[src/rtl/dmcd_pkg.sv]
package dmcd_pkg;
  localparam int FLD_W     = 12;
  // control word 0
  localparam int N1_LSB    = 0;
  localparam int N2_LSB    = 12;
  localparam int DUAL_BIT  = 28;
  localparam int OGATE_BIT = 30;
  localparam int IGATE_BIT = 31;
  // control word 1
  localparam int M1_LSB    = 0;
  localparam int M2_LSB    = 12;
  localparam int BYP_BIT   = 24;

  typedef struct packed {
    logic [FLD_W-1:0] n1;
    logic [FLD_W-1:0] n2;
    logic [FLD_W-1:0] m1;
    logic [FLD_W-1:0] m2;
    logic             dual;
    logic             bypass;
    logic             igate;
    logic             ogate;
  } cfg_t;

  typedef struct packed {
    logic [FLD_W-1:0] n1;
    logic [FLD_W-1:0] n2;
    logic [FLD_W-1:0] m1;
    logic [FLD_W-1:0] m2;
    logic             dual;
  } shadow_t;
endpackage

[src/rtl/dmcd_regs.sv]
module dmcd_regs
  import dmcd_pkg::*;
#(
  parameter int REG_W  = 32,
  parameter int ADDR_W = 1
) (
  input  logic              clk,
  input  logic              rst,
  input  logic              wr_en,
  input  logic [ADDR_W-1:0] addr,
  input  logic [REG_W-1:0]  wdata,
  output logic [REG_W-1:0]  rdata,
  output cfg_t              cfg
);
  localparam logic [REG_W-1:0]  FMASK = REG_W'((1 << FLD_W) - 1);
  localparam logic [REG_W-1:0]  MASK0 = (FMASK << N1_LSB) | (FMASK << N2_LSB) |
                                        (REG_W'(1) << DUAL_BIT) |
                                        (REG_W'(1) << OGATE_BIT) |
                                        (REG_W'(1) << IGATE_BIT);
  localparam logic [REG_W-1:0]  MASK1 = (FMASK << M1_LSB) | (FMASK << M2_LSB) |
                                        (REG_W'(1) << BYP_BIT);
  localparam logic [ADDR_W-1:0] A0    = ADDR_W'(0);
  localparam logic [ADDR_W-1:0] A1    = ADDR_W'(1);

  logic [REG_W-1:0] w0_q, w1_q;

  always_ff @(posedge clk) begin
    if (rst) begin
      w0_q  <= '0;
      w1_q  <= '0;
      rdata <= '0;
    end else begin
      if (wr_en && addr == A0) w0_q <= wdata & MASK0;
      if (wr_en && addr == A1) w1_q <= wdata & MASK1;
      if (addr == A0)      rdata <= w0_q;
      else if (addr == A1) rdata <= w1_q;
      else                 rdata <= '0;
    end
  end

  always_comb begin
    cfg.n1     = w0_q[N1_LSB +: FLD_W];
    cfg.n2     = w0_q[N2_LSB +: FLD_W];
    cfg.dual   = w0_q[DUAL_BIT];
    cfg.ogate  = w0_q[OGATE_BIT];
    cfg.igate  = w0_q[IGATE_BIT];
    cfg.m1     = w1_q[M1_LSB +: FLD_W];
    cfg.m2     = w1_q[M2_LSB +: FLD_W];
    cfg.bypass = w1_q[BYP_BIT];
  end
endmodule

[src/rtl/dmcd_core.sv]
module dmcd_core
  import dmcd_pkg::*;
(
  input  logic             clk,
  input  logic             rst,
  input  logic             run,
  input  logic [FLD_W-1:0] n1,
  input  logic [FLD_W-1:0] n2,
  input  logic [FLD_W-1:0] m1,
  input  logic [FLD_W-1:0] m2,
  input  logic             dual,
  output logic [FLD_W-1:0] cnt_o,
  output logic [FLD_W-1:0] rep_o,
  output logic [FLD_W-1:0] cur_n_o,
  output logic [FLD_W-1:0] sh_n1_o,
  output logic             seg_o,
  output logic             sh_dual_o,
  output logic             at_start_o,
  output logic             in_high_o,
  output logic             period_end_o
);
  logic [FLD_W-1:0] cnt_q, rep_q;
  logic             seg_q;
  shadow_t          sh_q, fresh;
  logic [FLD_W-1:0] cur_n, cur_m;
  logic [FLD_W:0]   half;
  logic             last, seg_end, nxt_seg;

  always_comb begin
    fresh.n1   = n1;
    fresh.n2   = n2;
    fresh.m1   = m1;
    fresh.m2   = m2;
    fresh.dual = dual;
  end

  assign cur_n   = seg_q ? sh_q.n2 : sh_q.n1;
  assign cur_m   = seg_q ? sh_q.m2 : sh_q.m1;
  assign last    = (cnt_q == cur_n);
  assign seg_end = last && (!sh_q.dual || rep_q == cur_m);
  assign nxt_seg = sh_q.dual & ~seg_q;
  // period length is cur_n+1; high phase covers floor of half of it
  assign half    = ({1'b0, cur_n} + {{FLD_W{1'b0}}, 1'b1}) >> 1;

  always_ff @(posedge clk) begin
    if (rst || !run) begin
      cnt_q <= '0;
      rep_q <= '0;
      seg_q <= 1'b0;
      sh_q  <= fresh;
    end else if (last) begin
      cnt_q <= '0;
      if (seg_end) begin
        rep_q <= '0;
        seg_q <= nxt_seg;
        if (!nxt_seg) sh_q <= fresh;
      end else begin
        rep_q <= rep_q + FLD_W'(1);
      end
    end else begin
      cnt_q <= cnt_q + FLD_W'(1);
    end
  end

  assign cnt_o        = cnt_q;
  assign rep_o        = rep_q;
  assign cur_n_o      = cur_n;
  assign sh_n1_o      = sh_q.n1;
  assign seg_o        = seg_q;
  assign sh_dual_o    = sh_q.dual;
  assign at_start_o   = (cnt_q == '0);
  assign in_high_o    = ({1'b0, cnt_q} < half);
  assign period_end_o = last | ~run;
endmodule

[src/rtl/dmcd_outstage.sv]
module dmcd_outstage (
  input  logic clk,
  input  logic rst,
  input  logic igate,
  input  logic ogate,
  input  logic bypass,
  input  logic period_end,
  input  logic at_start,
  input  logic in_high,
  output logic ce_o,
  output logic div_o,
  output logic ogate_eff_o
);
  logic eff_q;

  always_ff @(posedge clk) begin
    if (rst) begin
      eff_q <= 1'b0;
      ce_o  <= 1'b0;
      div_o <= 1'b0;
    end else begin
      if (!igate || bypass || period_end) eff_q <= ogate;
      ce_o  <= igate & eff_q & (bypass | at_start);
      div_o <= igate & eff_q & ~bypass & in_high;
    end
  end

  assign ogate_eff_o = eff_q;
endmodule

[src/rtl/dmcd_top.sv]
module dmcd_top
  import dmcd_pkg::*;
#(
  parameter int REG_W  = 32,
  parameter int ADDR_W = 1
) (
  input  logic              clk,
  input  logic              rst,
  input  logic              wr_en,
  input  logic [ADDR_W-1:0] addr,
  input  logic [REG_W-1:0]  wdata,
  output logic [REG_W-1:0]  rdata,
  output logic              ce_out,
  output logic              div_out
);
  cfg_t             cfg;
  logic [FLD_W-1:0] core_cnt, core_rep, cur_n, sh_n1;
  logic             core_seg, sh_dual, at_start, in_high, period_end, ogate_eff;

  dmcd_regs #(.REG_W(REG_W), .ADDR_W(ADDR_W)) u_regs (
    .clk(clk), .rst(rst), .wr_en(wr_en), .addr(addr),
    .wdata(wdata), .rdata(rdata), .cfg(cfg)
  );

  dmcd_core u_core (
    .clk(clk), .rst(rst), .run(cfg.igate & ~cfg.bypass),
    .n1(cfg.n1), .n2(cfg.n2), .m1(cfg.m1), .m2(cfg.m2), .dual(cfg.dual),
    .cnt_o(core_cnt), .rep_o(core_rep), .cur_n_o(cur_n), .sh_n1_o(sh_n1),
    .seg_o(core_seg), .sh_dual_o(sh_dual), .at_start_o(at_start),
    .in_high_o(in_high), .period_end_o(period_end)
  );

  dmcd_outstage u_out (
    .clk(clk), .rst(rst), .igate(cfg.igate), .ogate(cfg.ogate),
    .bypass(cfg.bypass), .period_end(period_end), .at_start(at_start),
    .in_high(in_high), .ce_o(ce_out), .div_o(div_out), .ogate_eff_o(ogate_eff)
  );
endmodule

[config.mk]
export PLATFORM = sky130hd
export DESIGN_NAME = dmcd_top
export DESIGN_NICKNAME = d
export VERILOG_FILES = /design/src/rtl/dmcd_pkg.sv /design/src/rtl/dmcd_regs.sv /design/src/rtl/dmcd_core.sv /design/src/rtl/dmcd_outstage.sv /design/src/rtl/dmcd_top.sv
export SDC_FILE = /design/constraint.sdc
export NUM_CORES = 1
export LEC_CHECK = 0
export BUFFER_PORTS_ARGS = -buffer_cell sky130_fd_sc_hd__buf_2
export CELL_PAD_IN_SITES_DETAIL_PLACEMENT = 2
export CELL_PAD_IN_SITES_GLOBAL_PLACEMENT = 2
export CORE_UTILIZATION = 34
export DETAILED_ROUTE_END_ITERATION = 10
export PLACE_DENSITY_LB_ADDON = 0.1
export SYNTH_ARGS = -nofsm -noshare
export SYNTH_HDL_FRONTEND = slang
export SYNTH_SLANG_ARGS = --single-unit
[constraint.sdc]
create_clock -name clk -period 6 [get_ports clk]
set_input_delay 1.8 -clock clk [delete_from_list [all_inputs] [get_ports clk]]
set_output_delay 1.8 -clock clk [all_outputs]
set_load 0.02 [all_outputs]
### Yosys cells after proc, flatten, opt, wreduce, memory -nomap -nowiden

Cells that the tools add are included.

| storage, ports and cells | value |
|---|---|
| logic and storage cells | 61 |
| input port bits | 36 |
| register bits | 161 |
| ROM bits | 0 |
| memory bits (writable) | 0 |
| output and inout bits | 34 |
| memories | 0 |
| latch bits | 0 |

| operators by class | value |
|---|---|
| bitwise logic cells | 12 |
| $lt $le $gt $ge | 1 |
| shifts and indexed selects | 0 |
| multiply operators | 0 |
| equal/unequal tests | 3 |
| divide/modulo/power cells | 0 |
| $add $sub $neg | 3 |
| mux-type cells | 8 |
| reduce and logical (&&, ||, !) cells | 18 |

Operators with widths:

| kind | count |
|---|---|
| 2-to-1 mux 49 bit | 4 |
| 2-to-1 mux 12 bit | 3 |
| adder 12 x 1 -> 12 bit (second input constant) | 2 |
| == test 12 bit | 2 |
| 2-to-1 mux 24 bit | 1 |
| adder 12 x 1 -> 13 bit (second input constant) | 1 |
| zero test 12 bit | 1 |
| less-than comparator 12 bit | 1 |
| AND 1 bit | 6 |
| OR reduction 2 bit | 3 |
| logical OR 1 bit | 4 |
| NOT 1 bit | 4 |
| nonzero test 2 bit | 2 |
| logical AND 1 bit | 3 |
| zero test 1 bit | 3 |
| AND reduction 3 bit | 1 |
| != test 2 bit (second input constant) | 1 |
| OR 1 bit | 2 |
| AND reduction 2 bit | 1 |

### Longest topological paths before layout

Gate-level depths: netlist of run 1.

| logic depth | value |
|---|---|
| word-level depth | 7 |
| gate-level depth with buffers | 15 |
| depth with buffers taken out | 12 |

### By module

Synthesis of run 1 repeated with hierarchy kept, for this count alone.

| unflattened totals | value |
|---|---|
| cell total of the unflattened synthesis | 636 |
| area total of the unflattened synthesis | 7169.4 um2 |

Modules (own cells, without submodules):

| module | times used | area an instance (um2) | sequential area each (um2) | cells an instance |
|---|---|---|---|---|
| dmcd_core | 1 | 3822.4 | 1971.9 | 328 |
| dmcd_regs | 1 | 3209.3 | 1601.5 | 296 |
| dmcd_outstage | 1 | 123.9 | 60.1 | 11 |
| dmcd_top | 1 | 13.8 | 0.0 | 1 |

### Least setup slack after synthesis of run 1

OpenSTA, ideal clock, no wires.

| timing path | value |
|---|---|
| path kind | register to register |
| start point | reg u_core.seg_q (netlist: u_core.seg_o) |
| end point | reg u_core.sh_q, in the netlist u_core.sh_dual_o (enable) |
| path slack | 0.312 ns |
| stages on the path, launching flop included | 9 |
| arrival time | 5.164 ns |
| path buffers | 2 |
| data required time | 5.477 ns |
| library setup time | 0.523 ns |
| cell sequence | dfxtp_1 > buf_6 > buf_6 > mux2i_1 > xnor2_1 > nor4_2 > nand3_2 > nand2b_1 > o21ai_0 |

| on the way | value |
|---|---|
| longest elaborated chain between the ends | 6 |
| elaborated cells on any way between the ends | 12 |
| those cells by class | eq/ne: 3; mux: 2; bitwise: 2; reduce/logical: 5 |

Ends and longest elaborated chain:

| what | line | text |
|---|---|---|
| start, declared | dmcd_core.sv:23 | `logic seg_q;` |
| start signal, assigned | dmcd_core.sv:55 | `seg_q <= nxt_seg;` |
| 2-to-1 mux 12 bit | dmcd_core.sv:38 | `assign cur_m = seg_q ? sh_q.m2 : sh_q.m1;` |
| == test 12 bit | dmcd_core.sv:40 | `assign seg_end = last && (!sh_q.dual \|\| rep_q == cur_m);` |
| logical OR 1 bit | dmcd_core.sv:40 |  |
| logical AND 1 bit | dmcd_core.sv:40 |  |
| nonzero test 2 bit (no line) | n/a |  |
| AND reduction 3 bit (no line) (*) | n/a |  |
| end signal, assigned | dmcd_core.sv:50 | `sh_q <= fresh;` |
| end signal, assigned | dmcd_core.sv:56 | `if (!nxt_seg) sh_q <= fresh;` |
| end, declared | dmcd_core.sv:24 | `shadow_t sh_q, fresh;` |

Mark *: on every way between the ends. The rest lies on a longest branch, timed or not.
A chain may end at the register's enable or synchronous reset.

### Worst setup path after layout of run 1

| timing path | value |
|---|---|
| start point | reg u_core.seg_q (netlist: u_core.seg_o) |
| end point | reg u_core.sh_q[7] (netlist name) (enable) |

The elaborated chain is that of the path after synthesis.

==> results of run 1 <==
[synth_stat cells (all sizes together), types with 5 or more instances]
cell,n
nand3,19
xnor2,21
mux2i,49
clkbuf,23
nand2b,7
nor2,59
ha,16
edfxtp,49
nand2,125
nor2b,5
and3,10
dfxtp,108
a21o,5
and2,5
buf,12
a21oi,69
nand3b,9
xor2,25
o21ai,15
[cell usage in the layout (no fill, tap or decap), drive strengths merged, types with 2 or more instances in the layout]
cell      n
and2      5
nor3      3
o21ai    15
mux2i    49
inv      14
nand3    19
buf      67
conb      4
ha       16
nand2   125
clkbuf   17
nand3b    9
nor2b     5
and3     10
xnor2    21
clkinv    5
nand4     3
nor4      4
a21o      5
o31ai     2
edfxtp   49
dfxtp   108
xor2     25
nand2b    7
a21oi    69
nor2     59
[worst max-delay path, cell delays in order (launching register included)]
cell and delay (ns):
dfxtp_2 0.52, buf_4 0.43, mux2i_1 0.45, xnor2_1 0.14, nor4_2 0.30, nand3_2 0.43
nand2b_1 0.37, o21ai_4 0.16, buf_4 0.55
[final timing paths]
kind,start,end,depth (start not counted)
setup / recovery,u_core.seg_o,u_core.sh_q[7],8
hold / removal,u_regs.w0_q[16],u_core.sh_q[29],0
setup reg to reg,u_core.seg_o,u_core.sh_q[7],8
hold reg to reg,u_regs.w0_q[16],u_core.sh_q[29],0
[final cells by class]
class	instances	area [um^2]	share of cell area
flip-flops and latches	157	3630	0.471
clock inverters	15	178	0.0230
clock buffers	17	425	0.0551
repair buffers	67	350	0.0454
inverters	4	15.0	0.00194
well taps	260	325	0.0421
multi-input cells	464	2790	0.362
[registers in the layout, indices dropped and copies added (netlist names)]
| signal | cells |
|---|---|
| u_out.ogate_eff_o | 1 |
| u_core.sh_dual_o | 1 |
| u_regs.rdata | 28 |
| u_out.div_o | 1 |
| u_out.ce_o | 1 |
| u_regs.w1_q | 25 |
| u_regs.w0_q | 27 |
| u_core.sh_q | 36 |
| u_core.rep_o | 12 |
| u_core.cnt_o | 12 |
| u_core.seg_o | 1 |
| u_core.sh_n1_o | 12 |
[metal layers]
metal / track usage / vias to the layer above / routed length (um)
met5: 0 / - / 0
met4: 0.0669 / 0 / 230
met3: 0.0292 / 16 / 425
met2: 0.339 / 68 / 9050
met1: 0.257 / 2440 / 8820
li1: - / 2334 / -
[per-stage QoR]
stage	instance area (um^2)	power [mW]	hold WS, ns	worst slack [ns]	instances
3_3_place_gp	7120	1.37	0.438	1.86	952
3_5_place_dp	7120	1.38	0.446	1.79	952
6_report	7720	2.44	0.463	2.24	984
5_1_grt	7720	2.53	0.469	1.97	984
4_1_cts	7720	2.48	0.464	2.15	984
2_1_floorplan	6600	1.30	0.422	0.312	660
[cells by family after synthesis]
group	synth area share
buf+inv	0.0283
fa+ha+maj	0.0304
flops	0.552
simple gates	0.174
other cells	0.000570
xor+xnor	0.0612
mux	0.0779
compound gates	0.0753
[where the power goes]
group	internal (mW)	switching [mW]	leakage, nW
clock network	0.567	0.526	0.297
logic	0.0627	0.117	1.30
registers	1.14	0.0294	1.46
total	1.77	0.672	3.06
==> results by group, run 1 <==
GRT
  • Grt total ovfl: 0
  • First-pass GRT wire length: 29,600 um
  • Initial antenna violation count: 0
  • Pin count of the biggest net entering global routing: 83
  • Tot GR Track Use: 0.199
  • Number of global-route vias before repair: between 5,000 and 6,000

Timing
  • Slew Limit Fails: 0
  • Setup Skew: 0.0159 ns
  • Crit share post-route: 0.627
  • Post-layout min period: 3.76 ns
  • Setup TNS: 0 ns
  • Endpoints failing hold: 0
  • RSZ-0062 raised after global routing: no
  • Slew of the pin with the lowest slew margin: 1.15 ns
  • Setup violations, final: 0
  • Fmax achieved: 266 MHz
  • Slew HR: 0.231

Floorplan
  • Die height: around 140 um
  • Die X-Extent: 141 um
  • Core ar.: about 0.019 mm^2
  • Rows: 50
  • Die Area: 0.0199 mm^2
  • Starting Density: 0.350
  • IO Count: 70

Clock network
  • Clk pin slew, worst setup/hold paths: roughly 0.07 ns
  • Post-CTS sizing: 0
  • Clock sink total: 157
  • Clock root buffer: clkbuf_16
  • Post-CTS Hold Buffers: 0
  • H-tree depth: 4
  • Skew-Pair Late Insertion Delay: 0.44 ns
  • CTS Buf Count: 17
  • TritonCTS clock tree: built
  • Setup repair bufs after CTS: 0
  • Buffer depth of the longest clock path: 2

Yosys
  • Synth top area cells: dfxtp_1, edfxtp_1, nand2_1
  • Main flop type after synthesis: dfxtp_1
  • Top-area cell type share of the netlist area: 0.328
  • Ys Warns: 0
  • EDFF count, synth: 49
  • Post-synth ARST share: 0
  • Seq/Total Area, Yosys: 0.552
  • Yosys reg bits: about 160
  • Leading area contributor after synthesis: dfxtp_1
  • Avg Synthesized Cell Area: 10.0 um^2
  • Cell Area, Synth: approximately 0.0066 mm^2
  • Post-Synthesis Cells: around 660
  • Yosys cell types: 42

Status
  • Status: finished, final reports clean

Placement
  • GPL Wtd Cong: 0.794
  • Final HPWL DP: 13,100 um
  • PortBufs: 61

Route
  • Vias per Instance: ~5
  • WL/cell: 18.8 um
  • DRT iter0 DRCs: 148
  • Drt pass-1 iters: 4
  • Total number of vias: around 4,900
  • Post-route ant nets: 0
  • DRC: 0
  • WL final: roughly 19,000 um

Layout
  • Area Growth Syn to Fin: 17.3%
  • Antenna diodes: 0
  • Fraction of layout cells with a size suffix above 1: 0.155
  • NumNets Final: roughly 760
  • Fill cell count: 2,031
  • Core Util, Final: 0.410

Worst setup path
  • Critical path arrival: 3.82 ns
  • Critical path peak fanout: 49
  • Worst setup SP type: register
  • R2R Setup Slk: 2.24 ns
  • Crit Path Category: reg -> reg
  • Kind of end point of the critical path: register
  • Worst EP required: about 6 ns

Pwr
  • Peak supply drop: ~160 uV
  • Leak: roughly 3 nW
  • PD cells: 316 mW/mm^2

Worst hold path
  • Hold Path Class: reg -> reg

Run
  • # Max-Cap Violations: 0
(Power assumes the default switching activity.)
==> run 2: changes to the inputs <==
==> constraint.sdc (replaced) <==
create_clock -name clk -period 3.1 [get_ports clk]
set_input_delay 0.93 -clock clk [delete_from_list [all_inputs] [get_ports clk]]
set_output_delay 0.93 -clock clk [all_outputs]
set_load 0.02 [all_outputs]
==> results by group, run 2 (synthesis gave the netlist of run 1 again) <==
Layout
  • Core Util, Final: 0.422
  • Antenna diodes: 0
  • Largest register by flop count: u_core.sh_q
  • Area Growth Syn to Fin: 20.8%
  • Largest registers: u_core.sh_q (36), u_regs.rdata (28), u_regs.w0_q (27)
  • Commonest non-fill, non-tap cell in the layout: nand2_1
  • Max reg flops: 36
  • Fraction of layout cells with a size suffix above 1: 0.183
  • NumNets Final: between 700 and 800
  • Commonest non-fill, non-tap cells in the layout: nand2_1, dfxtp_1, a21oi_1

Route
  • Post-route ant nets: 0
  • Vias per Instance: between 4 and 5
  • Drt pass-1 iters: 4
  • Total number of vias: 4,964
  • WL final: 19,700 um
  • WL/cell: approximately 20 um
  • DRC: 0
  • DRT iter0 DRCs: roughly 250

Pwr
  • PD cells: slightly above 600 mW/mm^2
  • Leak: between 3 and 4 nW
  • Power Total: 4.86 mW
  • Peak supply drop: between 300 and 400 uV

Clock network
  • Buffer depth of the longest clock path: 2
  • Clock root buffer: clkbuf_16
  • CTS Buf Count: 17
  • TritonCTS clock tree: built
  • Clock sink total: around 160
  • H-tree depth: 4
  • Clk pin slew, worst setup/hold paths: 0.07 ns
  • Skew-Pair Late Insertion Delay: 0.43 ns

Floorplan
  • Starting Density: 0.350
  • Rows: 50
  • Die Area: approximately 0.020 mm^2
  • IO Count: 70
  • Die X-Extent: around 140 um
  • Die height: around 140 um
  • Core ar.: between 0.015 and 0.02 mm^2

Timing
  • Slew HR: 0.448
  • Endpoints failing hold: 0
  • Slew of the pin with the lowest slew margin: 0.828 ns
  • Post-layout min period: between 2 and 3 ns
  • Final hold slack: 0.467 ns
  • Setup violations, final: 0
  • RSZ-0062 raised after global routing: no
  • Fmax achieved: between 300 and 400 MHz
  • Setup Skew: between 0.01 and 0.015 ns
  • Crit share post-route: 0.927
  • Slew Limit Fails: 0

Worst setup path
  • Worst EP required: about 3.4 ns
  • Critical path arrival: around 3.2 ns
  • Worst setup SP type: register
  • R2R Path Start: u_core.seg_o
  • Crit path launch: u_core.seg_o
  • Kind of end point of the critical path: register
  • Crit Path Category: reg -> reg
  • Critical path peak fanout: 8
  • Reg2Reg Depth: 11

Worst hold path
  • Hold-critical path depth: 0
  • Hold path startpoint: u_regs.w1_q[6]
  • Hold Path Class: reg -> reg

GRT
  • Number of global-route vias before repair: about 5,500
  • Top Usage Layer GRT: met2
  • Pin count of the biggest net entering global routing: 77
  • Initial antenna violation count: 0
  • M3 GR Usage: 0.0387
  • Grt total ovfl: 0
  • GR Util met2: 0.370
  • First-pass GRT wire length: just over 30,000 um
  • M1 GR Usage: 0.260
  • Tot GR Track Use: 0.209

Status
  • Status: finished, final reports clean

Placement
  • Final HPWL DP: ~14,000 um
  • PortBufs: between 60 and 70
  • GPL Wtd Cong: between 0.8 and 0.9

Run
  • # Max-Cap Violations: 0
## run 2: power by group
group | leakage, nW | internal (mW) | total, mW | switching (mW)
sequential | 1.46 | 2.21 | 2.27 | 0.0628
clock | 0.304 | 1.25 | 2.21 | 0.961
combinational | 1.42 | 0.137 | 0.373 | 0.236
## run 2: per-layer routing
| layer | up-vias | wire length [um] |
|---|---|---|
| met4 | 0 | 257 |
| met3 | 22 | 466 |
| met5 | - | 0 |
| met2 | 72 | 10100 |
| met1 | 2492 | 8860 |
| li1 | 2378 | - |
## run 2: what timing repair did
| item | CTS | global route |
|---|---|---|
| gates cloned | 0 | 0 |
| hold buffers | 0 | 0 |
| resized for setup | 3 | 5 |
| setup buffers | 0 | 4 |
| pin swaps | 0 | 1 |
| endpoints found under the setup margin | 1 | 1 |
## run 2: cell type report
| class | instances | area, um^2 |
|---|---|---|
| clock buffers | 19 | 443 |
| clock inverters | 13 | 174 |
| fillers | 2038 | 10900 |
| inverters | 4 | 15.0 |
| multi-input cells | 464 | 2830 |
| flip-flops and latches | 157 | 3640 |
| well taps | 260 | 325 |
| repair buffers | 88 | 533 |
## run 2: worst paths after layout
path	to	slack, ns
worst max-delay path	u_out.div_o	0.23
worst min-delay path	u_core.sh_q[19]	0.47
worst min register to register	u_core.sh_q[19]	0.47
worst max register to register	u_out.div_o	0.23
## run 2: metrics by stage
step / worst slack [ns] / setup TNS [ns] / area (um^2) / std cells
2_1_floorplan: 0.113 / 0 / 6610 / 660
3_3_place_gp: 0.132 / 0 / 7270 / 969
3_5_place_dp: -0.121 / -0.121 / 7270 / 969
4_1_cts: 0.0360 / 0 / 7900 / 1001
5_1_grt: 0.0207 / 0 / 7960 / 1005
6_report: 0.226 / 0 / 7960 / 1005
## run 2: worst max-delay path, cell delays in order, from the launching register on
cell and delay, ns:
dfxtp_4 0.40, clkbuf_4 0.20, nand3b_1 0.20, a211oi_2 0.28, and2_4 0.23, nand2_1 0.11
xnor2_2 0.16, ha_1 0.32, a21o_1 0.22, a2111oi_4 0.37, nand2_1 0.09, o31ai_1 0.20
